--- config.mk ---
export PLATFORM = sky130hd
export DESIGN_NAME = ddr_mode_ctl
export DESIGN_NICKNAME = d
export VERILOG_FILES = /design/src/rtl/ddr_mode_pkg.sv /design/src/rtl/ddr_mode_decode.sv /design/src/rtl/ddr_settle_timer.sv /design/src/rtl/ddr_mode_ctl.sv
export SDC_FILE = /design/constraint.sdc
export NUM_CORES = 1
export LEC_CHECK = 0
export BUFFER_PORTS_ARGS = -buffer_cell sky130_fd_sc_hd__buf_2
export CORE_MARGIN = 2
export CORE_UTILIZATION = 35
export DETAILED_ROUTE_END_ITERATION = 8
export GPL_ROUTABILITY_DRIVEN = 0
export PLACE_DENSITY_LB_ADDON = 0.25
export SYNTH_ARGS = -nofsm -noshare
export SYNTH_HDL_FRONTEND = slang
export SYNTH_SLANG_ARGS = --single-unit
--- constraint.sdc ---
create_clock -name clk -period 1.6 [get_ports clk]
set_input_delay 0.16 -clock clk [delete_from_list [all_inputs] [get_ports clk]]
set_output_delay 0.16 -clock clk [all_outputs]
set_load 0.03 [all_outputs]
--- src/rtl/ddr_mode_pkg.sv ---
package ddr_mode_pkg;

    localparam int ADDR_W = 13;
    localparam int BANK_W = 2;

    // Field layout follows the address bus: opmode = addr[12:7], blen = addr[2:0]
    typedef struct packed {
        logic [5:0] opmode;
        logic [2:0] cas;
        logic       interleave;
        logic [2:0] blen;
    } main_reg_t;

    typedef struct packed {
        logic qfc;
        logic drive_reduced;
        logic dll_off;
    } ext_reg_t;

    localparam logic [BANK_W-1:0] SEL_MAIN = 2'b00;
    localparam logic [BANK_W-1:0] SEL_EXT  = 2'b01;

    localparam logic [5:0] OP_NORMAL    = 6'b000000;
    localparam logic [5:0] OP_DLL_RESET = 6'b000010;   // only addr[8] set

    localparam main_reg_t MAIN_RESET = '{opmode: 6'd0, cas: 3'b010,
                                         interleave: 1'b0, blen: 3'b001};
    localparam ext_reg_t  EXT_RESET  = '{qfc: 1'b0, drive_reduced: 1'b0,
                                         dll_off: 1'b0};

endpackage

--- src/rtl/ddr_mode_decode.sv ---
module ddr_mode_decode
    import ddr_mode_pkg::*;
(
    input  main_reg_t  regs,
    output logic [3:0] burst_len,
    output logic       interleave,
    output logic [2:0] cas_code,
    output logic       reserved
);
    logic bl_bad;
    logic cl_bad;
    logic op_bad;

    always_comb begin
        bl_bad = 1'b0;
        unique case (regs.blen)
            3'b001:  burst_len = 4'd2;
            3'b010:  burst_len = 4'd4;
            3'b011:  burst_len = 4'd8;
            default: begin
                burst_len = 4'd0;
                bl_bad    = 1'b1;
            end
        endcase
        cl_bad     = !(regs.cas == 3'b010 || regs.cas == 3'b110);
        // the DLL-reset bit is never stored, so any stored opmode bit is reserved
        op_bad     = (regs.opmode != OP_NORMAL);
        interleave = regs.interleave;
        cas_code   = regs.cas;
        reserved   = bl_bad | cl_bad | op_bad;
    end

endmodule

--- src/rtl/ddr_settle_timer.sv ---
module ddr_settle_timer #(
    parameter int SETTLE = 2
) (
    input  logic clk,
    input  logic rst_n,
    input  logic start,
    output logic busy
);
    localparam int CW = (SETTLE < 2) ? 1 : $clog2(SETTLE + 1);
    localparam logic [CW-1:0] RELOAD = CW'(SETTLE);

    logic [CW-1:0] cnt_d;
    logic [CW-1:0] cnt_q;

    always_comb begin
        cnt_d = cnt_q;
        if (start)
            cnt_d = RELOAD;
        else if (cnt_q != '0)
            cnt_d = cnt_q - 1'b1;
    end

    always_ff @(posedge clk or negedge rst_n) begin
        if (!rst_n) cnt_q <= '0;
        else        cnt_q <= cnt_d;
    end

    assign busy = (cnt_q != '0);

    generate
        if (SETTLE > 0) begin : g_chk
            AST_BUSY_AFTER_LOAD: assert property (@(posedge clk) disable iff (!rst_n)
                start |=> busy) else $error("busy not raised");
        end
    endgenerate

endmodule

--- src/rtl/ddr_mode_ctl.sv ---
module ddr_mode_ctl
    import ddr_mode_pkg::*;
#(
    parameter int SETTLE = 2
) (
    input  logic        clk,
    input  logic        rst_n,
    input  logic        load_cmd,
    input  logic [1:0]  bank_sel,
    input  logic [12:0] addr,
    input  logic        banks_idle,
    output logic [3:0]  burst_len,
    output logic        burst_interleave,
    output logic [2:0]  cas_code,
    output logic        dll_reset_pulse,
    output logic        dll_disable,
    output logic        drive_reduced,
    output logic        qfc_enable,
    output logic        reserved_flag,
    output logic        illegal_load,
    output logic        busy
);
    typedef struct packed {
        main_reg_t main;
        ext_reg_t  ext;
        logic      dll_pulse;
        logic      illegal;
    } state_t;

    state_t    st_d;
    state_t    st_q;
    logic      targeted;
    logic      accept;
    main_reg_t incoming;

    always_comb begin
        st_d      = st_q;
        incoming  = main_reg_t'(addr);
        targeted  = load_cmd && !bank_sel[1];
        accept    = targeted && banks_idle && !busy;

        st_d.dll_pulse = 1'b0;
        st_d.illegal   = targeted && !accept;

        if (accept) begin
            if (bank_sel == SEL_MAIN) begin
                st_d.main             = incoming;
                st_d.main.opmode[1]   = 1'b0;                // self-clearing bit
                st_d.dll_pulse        = (incoming.opmode == OP_DLL_RESET);
            end else begin
                st_d.ext.dll_off       = addr[0];
                st_d.ext.drive_reduced = addr[1];
                st_d.ext.qfc           = addr[2];
            end
        end
    end

    always_ff @(posedge clk or negedge rst_n) begin
        if (!rst_n) begin
            st_q.main      <= MAIN_RESET;
            st_q.ext       <= EXT_RESET;
            st_q.dll_pulse <= 1'b0;
            st_q.illegal   <= 1'b0;
        end else begin
            st_q <= st_d;
        end
    end

    ddr_mode_decode u_decode (
        .regs       (st_q.main),
        .burst_len  (burst_len),
        .interleave (burst_interleave),
        .cas_code   (cas_code),
        .reserved   (reserved_flag)
    );

    ddr_settle_timer #(.SETTLE(SETTLE)) u_timer (
        .clk   (clk),
        .rst_n (rst_n),
        .start (accept),
        .busy  (busy)
    );

    assign dll_reset_pulse = st_q.dll_pulse;
    assign dll_disable     = st_q.ext.dll_off;
    assign drive_reduced   = st_q.ext.drive_reduced;
    assign qfc_enable      = st_q.ext.qfc;
    assign illegal_load    = st_q.illegal;

    AST_MAIN_HOLD: assert property (@(posedge clk) disable iff (!rst_n)
        !load_cmd |=> $stable(burst_len) && $stable(cas_code) && $stable(burst_interleave))
        else $error("main fields changed without load");

    AST_ILLEGAL_KEEPS: assert property (@(posedge clk) disable iff (!rst_n)
        load_cmd && !banks_idle && !bank_sel[1] |=> illegal_load && $stable(burst_len)
            && $stable(dll_disable) && $stable(cas_code))
        else $error("refused load altered state");

    AST_BUSY_REJECTS: assert property (@(posedge clk) disable iff (!rst_n)
        busy && load_cmd && !bank_sel[1] |=> illegal_load && !dll_reset_pulse)
        else $error("load accepted while busy");

    AST_PULSE_FROM_LOAD: assert property (@(posedge clk) disable iff (!rst_n)
        dll_reset_pulse |-> $past(load_cmd) && ($past(bank_sel) == SEL_MAIN))
        else $error("DLL pulse without main load");

    AST_BL_RESERVED: assert property (@(posedge clk) disable iff (!rst_n)
        burst_len == 4'd0 |-> reserved_flag)
        else $error("reserved burst code not flagged");

endmodule

# Yosys cells after proc, flatten, opt, wreduce, memory -nomap -nowiden
# Cells that the tools add are included.
[totals]
reg_bits = 19
inputBits = 19
out_inout_bits = 15
word_cells = 42
[op_classes]
addsub = 1
eq_ne = 6
mux = 6
n_bitwise = 3
n_reduce_logical = 16
[op_table]
columns = ["cell", "count"]
rows = [
  ["$pmux 4 s3", 1],
  ["$eq 3x2->1 const B", 3],
  ["$eq 6x2->1 const B", 1],
  ["$reduce_bool 6->1", 1],
  ["$logic_and 1x1->1", 4],
  ["$logic_not 1->1", 4],
  ["$mux 2", 2],
  ["$reduce_and 2->1", 2],
  ["$reduce_bool 2->1", 2],
  ["$eq 3x1->1 const B", 1],
  ["$eq 3x3->1 const B", 1],
  ["$mux 1", 3],
  ["$reduce_or 3->1", 1],
  ["$logic_not 2->1", 1],
  ["$or 1x1->1", 2],
  ["$sub 2x1->2 const B", 1],
  ["$logic_or 1x1->1", 1],
  ["$not 1->1", 1],
]

# Depth between registers and ports, before layout
[logic_depth]
depth_word = 6
mapped_depth = 6
depth_no_buf = 5

# Hierarchy
# From an unflattened synthesis, not the netlist that was laid out.
[unflattened]
hier_cells = 65
area_unflattened_um2 = 919.6
[modules_own_cells]
columns = ["module", "instances", "cells_per_inst", "area_per_inst_um2", "seq_area_each_um2"]
rows = [
  ["ddr_mode_ctl", 1, 41, 714.4, 427.9],
  ["ddr_settle_timer", 1, 11, 107.6, 50.0],
  ["ddr_mode_decode", 1, 13, 97.6, 0.0],
]

# Worst setup path before layout
# OpenSTA, ideal clock, no wires.
[synth_timing]
path_type = "flip-flop to flip-flop"
from = "register u_timer.cnt_q[0]"
to = "register st_q[11] in the netlist's numbering"
arrival_ps = 1489
path_slack_ps = -14
path_stages_with_launch = 7
path_buffers = 1
synth_period_minus_slack_ps = 1614
path_cell_list = "dfrtp_1 > inv_1 > ha_1 > nand2_2 > nor3_4 > buf_4 > mux2_2"
[synth_via]
elab_chain_cells = 4
[synth_rtl]
columns = ["item", "line_no", "text"]
rows = [
  ["start: declaration", "ddr_settle_timer.sv:13", "logic [CW-1:0] cnt_q;"],
  ["start signal: assignment", "ddr_settle_timer.sv:25", "else cnt_q <= cnt_d;"],
  ["$reduce_bool 2->1", "ddr_settle_timer.sv:28", "assign busy = (cnt_q != '0);"],
  ["$logic_not 1->1", "ddr_mode_ctl.sv:40", "accept = targeted && banks_idle && !busy;"],
  ["$logic_and 1x1->1", "ddr_mode_ctl.sv:40", ""],
  ["$reduce_and 2->1 (no source line)", "-", ""],
  ["end signal: assignment", "ddr_mode_ctl.sv:65", "st_q <= st_d;"],
  ["end: declaration", "ddr_mode_ctl.sv:31", "state_t st_q;"],
]
# No other way between the ends.
# A chain may end at the register's enable or synchronous reset.

# Worst setup path in the final report
[layout_timing]
from = "register u_timer.cnt_q[1]"
to = "register st_q[17] in the netlist's numbering"
# Same word-level chain as after synthesis.

==> results.txt <==
# setup viols final - 0
Crit Path Class - reg2reg
WL final - 1700 microns
Sw Ratio - 0.391
commonest cells after routing, fill and taps aside - 32 x buf_2, 17 x dfrtp_1, 9 x mux2_4
Yosys reg bits - 19
endpoints failing hold - 0
Routed WL per cell - 13.3 microns
total CTS buffers - 3
most common cell after layout, fill and taps aside - buf_2
clock tree buffer depth - 2
total gr overflow - 0
syn_area_per_cell - 13.8 sq um
number of nets with antenna violations after routing - 0
CTS Sinks - 19
H-tree depth - 1
Int Pwr - 0.00119 W
Port Buffer Count - 32
Total Routing Usage GR - 0.120
library cells used by synthesis - 22
total power - 0.00196 W
final worst-path cycle share - 0.988
Post-CTS Setup Inserts - 0
Clock Latency Late Sink - 0.29 ns
CTS tree - built
largest net degree at the start of global routing - 20
Worst Path Arrival - 1.77 ns
Startpoint Class - flip-flop
Static Leak - 0.600 nW
sequential power share - 0.423
critical path fanouts, max - 6
final hold slack - 0.0878 ns
die width - 53.8 microns
Mapped Cells - 63
ratio of cells with drive above 1 in the final layout - 0.653
DP Wirelength - 1220 microns
Final Slew Violations - 0
row count - 18
PD cells - 1670 nW/um^2
Clock Skew - 0.000841 ns
vias per cell - 4.77
sw power - 0.000767 W
Fmax achieved - 0.633 GHz
cell area after synthesis - 868 sq um
1st-iter DRT viols - 2
Die Y - 53.8 microns
RSZ-0062 raised after global routing - yes
fin crit period - 1.58 ns
status - completed
starting density of the core - 0.360
first-pass GRT wire length - 2430 microns
syn_nets - 83
Root Driver - clkbuf_4
vias in the first global route - 559
DR DRC count - 0
core outline area - 2410 sq um
max_cap viols - 0
post-synthesis sequential area ratio - 0.550
clock power share - 0.124
Critical Path RT - 1.79 ns
maximum vdd ir drop - 0.000803 V
Fill cells - 227
yosys warns - 0
Clock transition at path regs - 0.11 ns
combinational share of power - 0.453
layout net count - 119
Crit. End Element - flip-flop
first-pass iteration count of the detailed router - 2
Die Area - 2900 sq um
Ports - 34
worst hold path class - in2reg
antenna cells - 0
Area Growth Syn to Fin - 35.2%
vias - 610
initial antenna violation count - 0
-- per-layer routing --
layer / up-vias / wire length (microns) / GRT usage
met2: 14 / 892 / 0.201
li1: 288 / - / -
met1: 304 / 703 / 0.142
met3: 4 / 80 / 0.0361
met4: 0 / 24 / 0.0513
met5: - / 0 / 0
-- metrics by stage --
stage               area, sq um  instances   util  worst slack [ns]  setup TNS [ns]
global placement           1060        122  0.439             0.105               0
detailed placement         1060        122  0.439            0.0658               0
CTS                        1100        127  0.457            0.0471               0
floorplan                   871         63      -            0.0183               0
finish                     1170        128  0.487            0.0195               0
global route               1170        128  0.487           -0.0305          -0.176
-- critical path: stages (launching register included) --
cell       delay (ns)
dfrtp_1          0.40
inv_2            0.09
ha_4             0.15
nand2_4          0.05
nor3_4           0.28
clkbuf_16        0.21
mux2_4           0.29
-- what timing repair did --
| action | CTS | global route |
|---|---|---|
| gates cloned | 0 | 1 |
| endpoints found under the setup margin | 1 | 14 |
| hold buffers | 1 | 0 |
| pin swaps | 0 | 3 |
| gates resized for setup | 1 | 11 |
| endpoints found under the hold margin | 17 | 0 |
-- layout make-up --
| class | count | area, sq um | share of cell area |
|---|---|---|---|
| inverters | 4 | 15.0 | 0.0128 |
| multi-input cells | 35 | 393 | 0.335 |
| clock buffers | 3 | 22.5 | 0.0192 |
| repair buffers | 36 | 223 | 0.190 |
| clock inverters | 1 | 5.00 | 0.00426 |
| well taps | 30 | 37.5 | 0.0320 |
| flip-flops and latches | 19 | 478 | 0.407 |
-- path summary, 6_finish.rpt --
| path | slack, ns | cells past startpoint | start | end |
|---|---|---|---|---|
| worst max-delay path | 0.02 | 6 | u_timer.cnt_q[1]$_DFFE_PN0P_ | st_q[17]$_DFFE_PN0P_ |
| worst min-delay path | 0.09 | 2 | banks_idle | illegal_load$_DFF_PN0_ |
| worst max register to register | 0.02 | 6 | u_timer.cnt_q[1]$_DFFE_PN0P_ | st_q[17]$_DFFE_PN0P_ |
| worst min register to register | 0.52 | 1 | st_q[11]$_DFFE_PN0P_ | st_q[11]$_DFFE_PN0P_ |
| max in group asynchronous | 0.95 | 2 | rst_n | st_q[10]$_DFFE_PN1P_ |
| min in group asynchronous | 0.32 | 2 | rst_n | st_q[11]$_DFFE_PN0P_ |
-- state kept, by name, indices dropped and copies added (netlist names) --
signal and count:
drive_reduced 1, illegal_load 1, qfc_enable 1, dll_reset_pulse 1, u_timer.cnt_q 2, dll_disable 1
st_q 12
-- synthesized netlist by cell type, drive strengths merged --
master,count,share of area
a21oi,3,0.017
and3b,1,0.010
and4b,1,0.012
buf,5,0.043
conb,1,0.0043
dfrtp,17,0.49
dfstp,2,0.061
ha,1,0.014
inv,4,0.017
mux2,15,0.21
mux2i,1,0.012
nand2,2,0.012
nand2b,1,0.010
nand3b,1,0.0086
nor3,1,0.019
nor3b,2,0.017
nor4,2,0.014
nor4b,1,0.010
o211ai,1,0.0086
or3,1,0.013
-- power by group through the flow --
stage | clock [W] | sequential [W] | combinational, W
2_1_floorplan | 0 | 0.000877 | 0.000536
3_3_place_gp | 0 | 0.000806 | 0.000780
3_5_place_dp | 0 | 0.000818 | 0.000798
4_1_cts | 0.000254 | 0.000814 | 0.000805
5_1_grt | 0.000267 | 0.000861 | 0.000965
6_report | 0.000243 | 0.000831 | 0.000888
-- cell families (layout without fill, tap and decap cells) --
kind of cell / count (synthesis) / after routing / synth area share
buffers and inverters: 9 / 44 / 0.0605
flip-flops: 19 / 19 / 0.550
other: 1 / 1 / 0.00432
multiplexers: 16 / 16 / 0.219
AND/OR/NAND/NOR: 13 / 13 / 0.125
adder cells (fa/ha/maj): 1 / 1 / 0.0144
AO/OA/AOI/OAI: 4 / 4 / 0.0259
(Power assumes the default switching activity.)
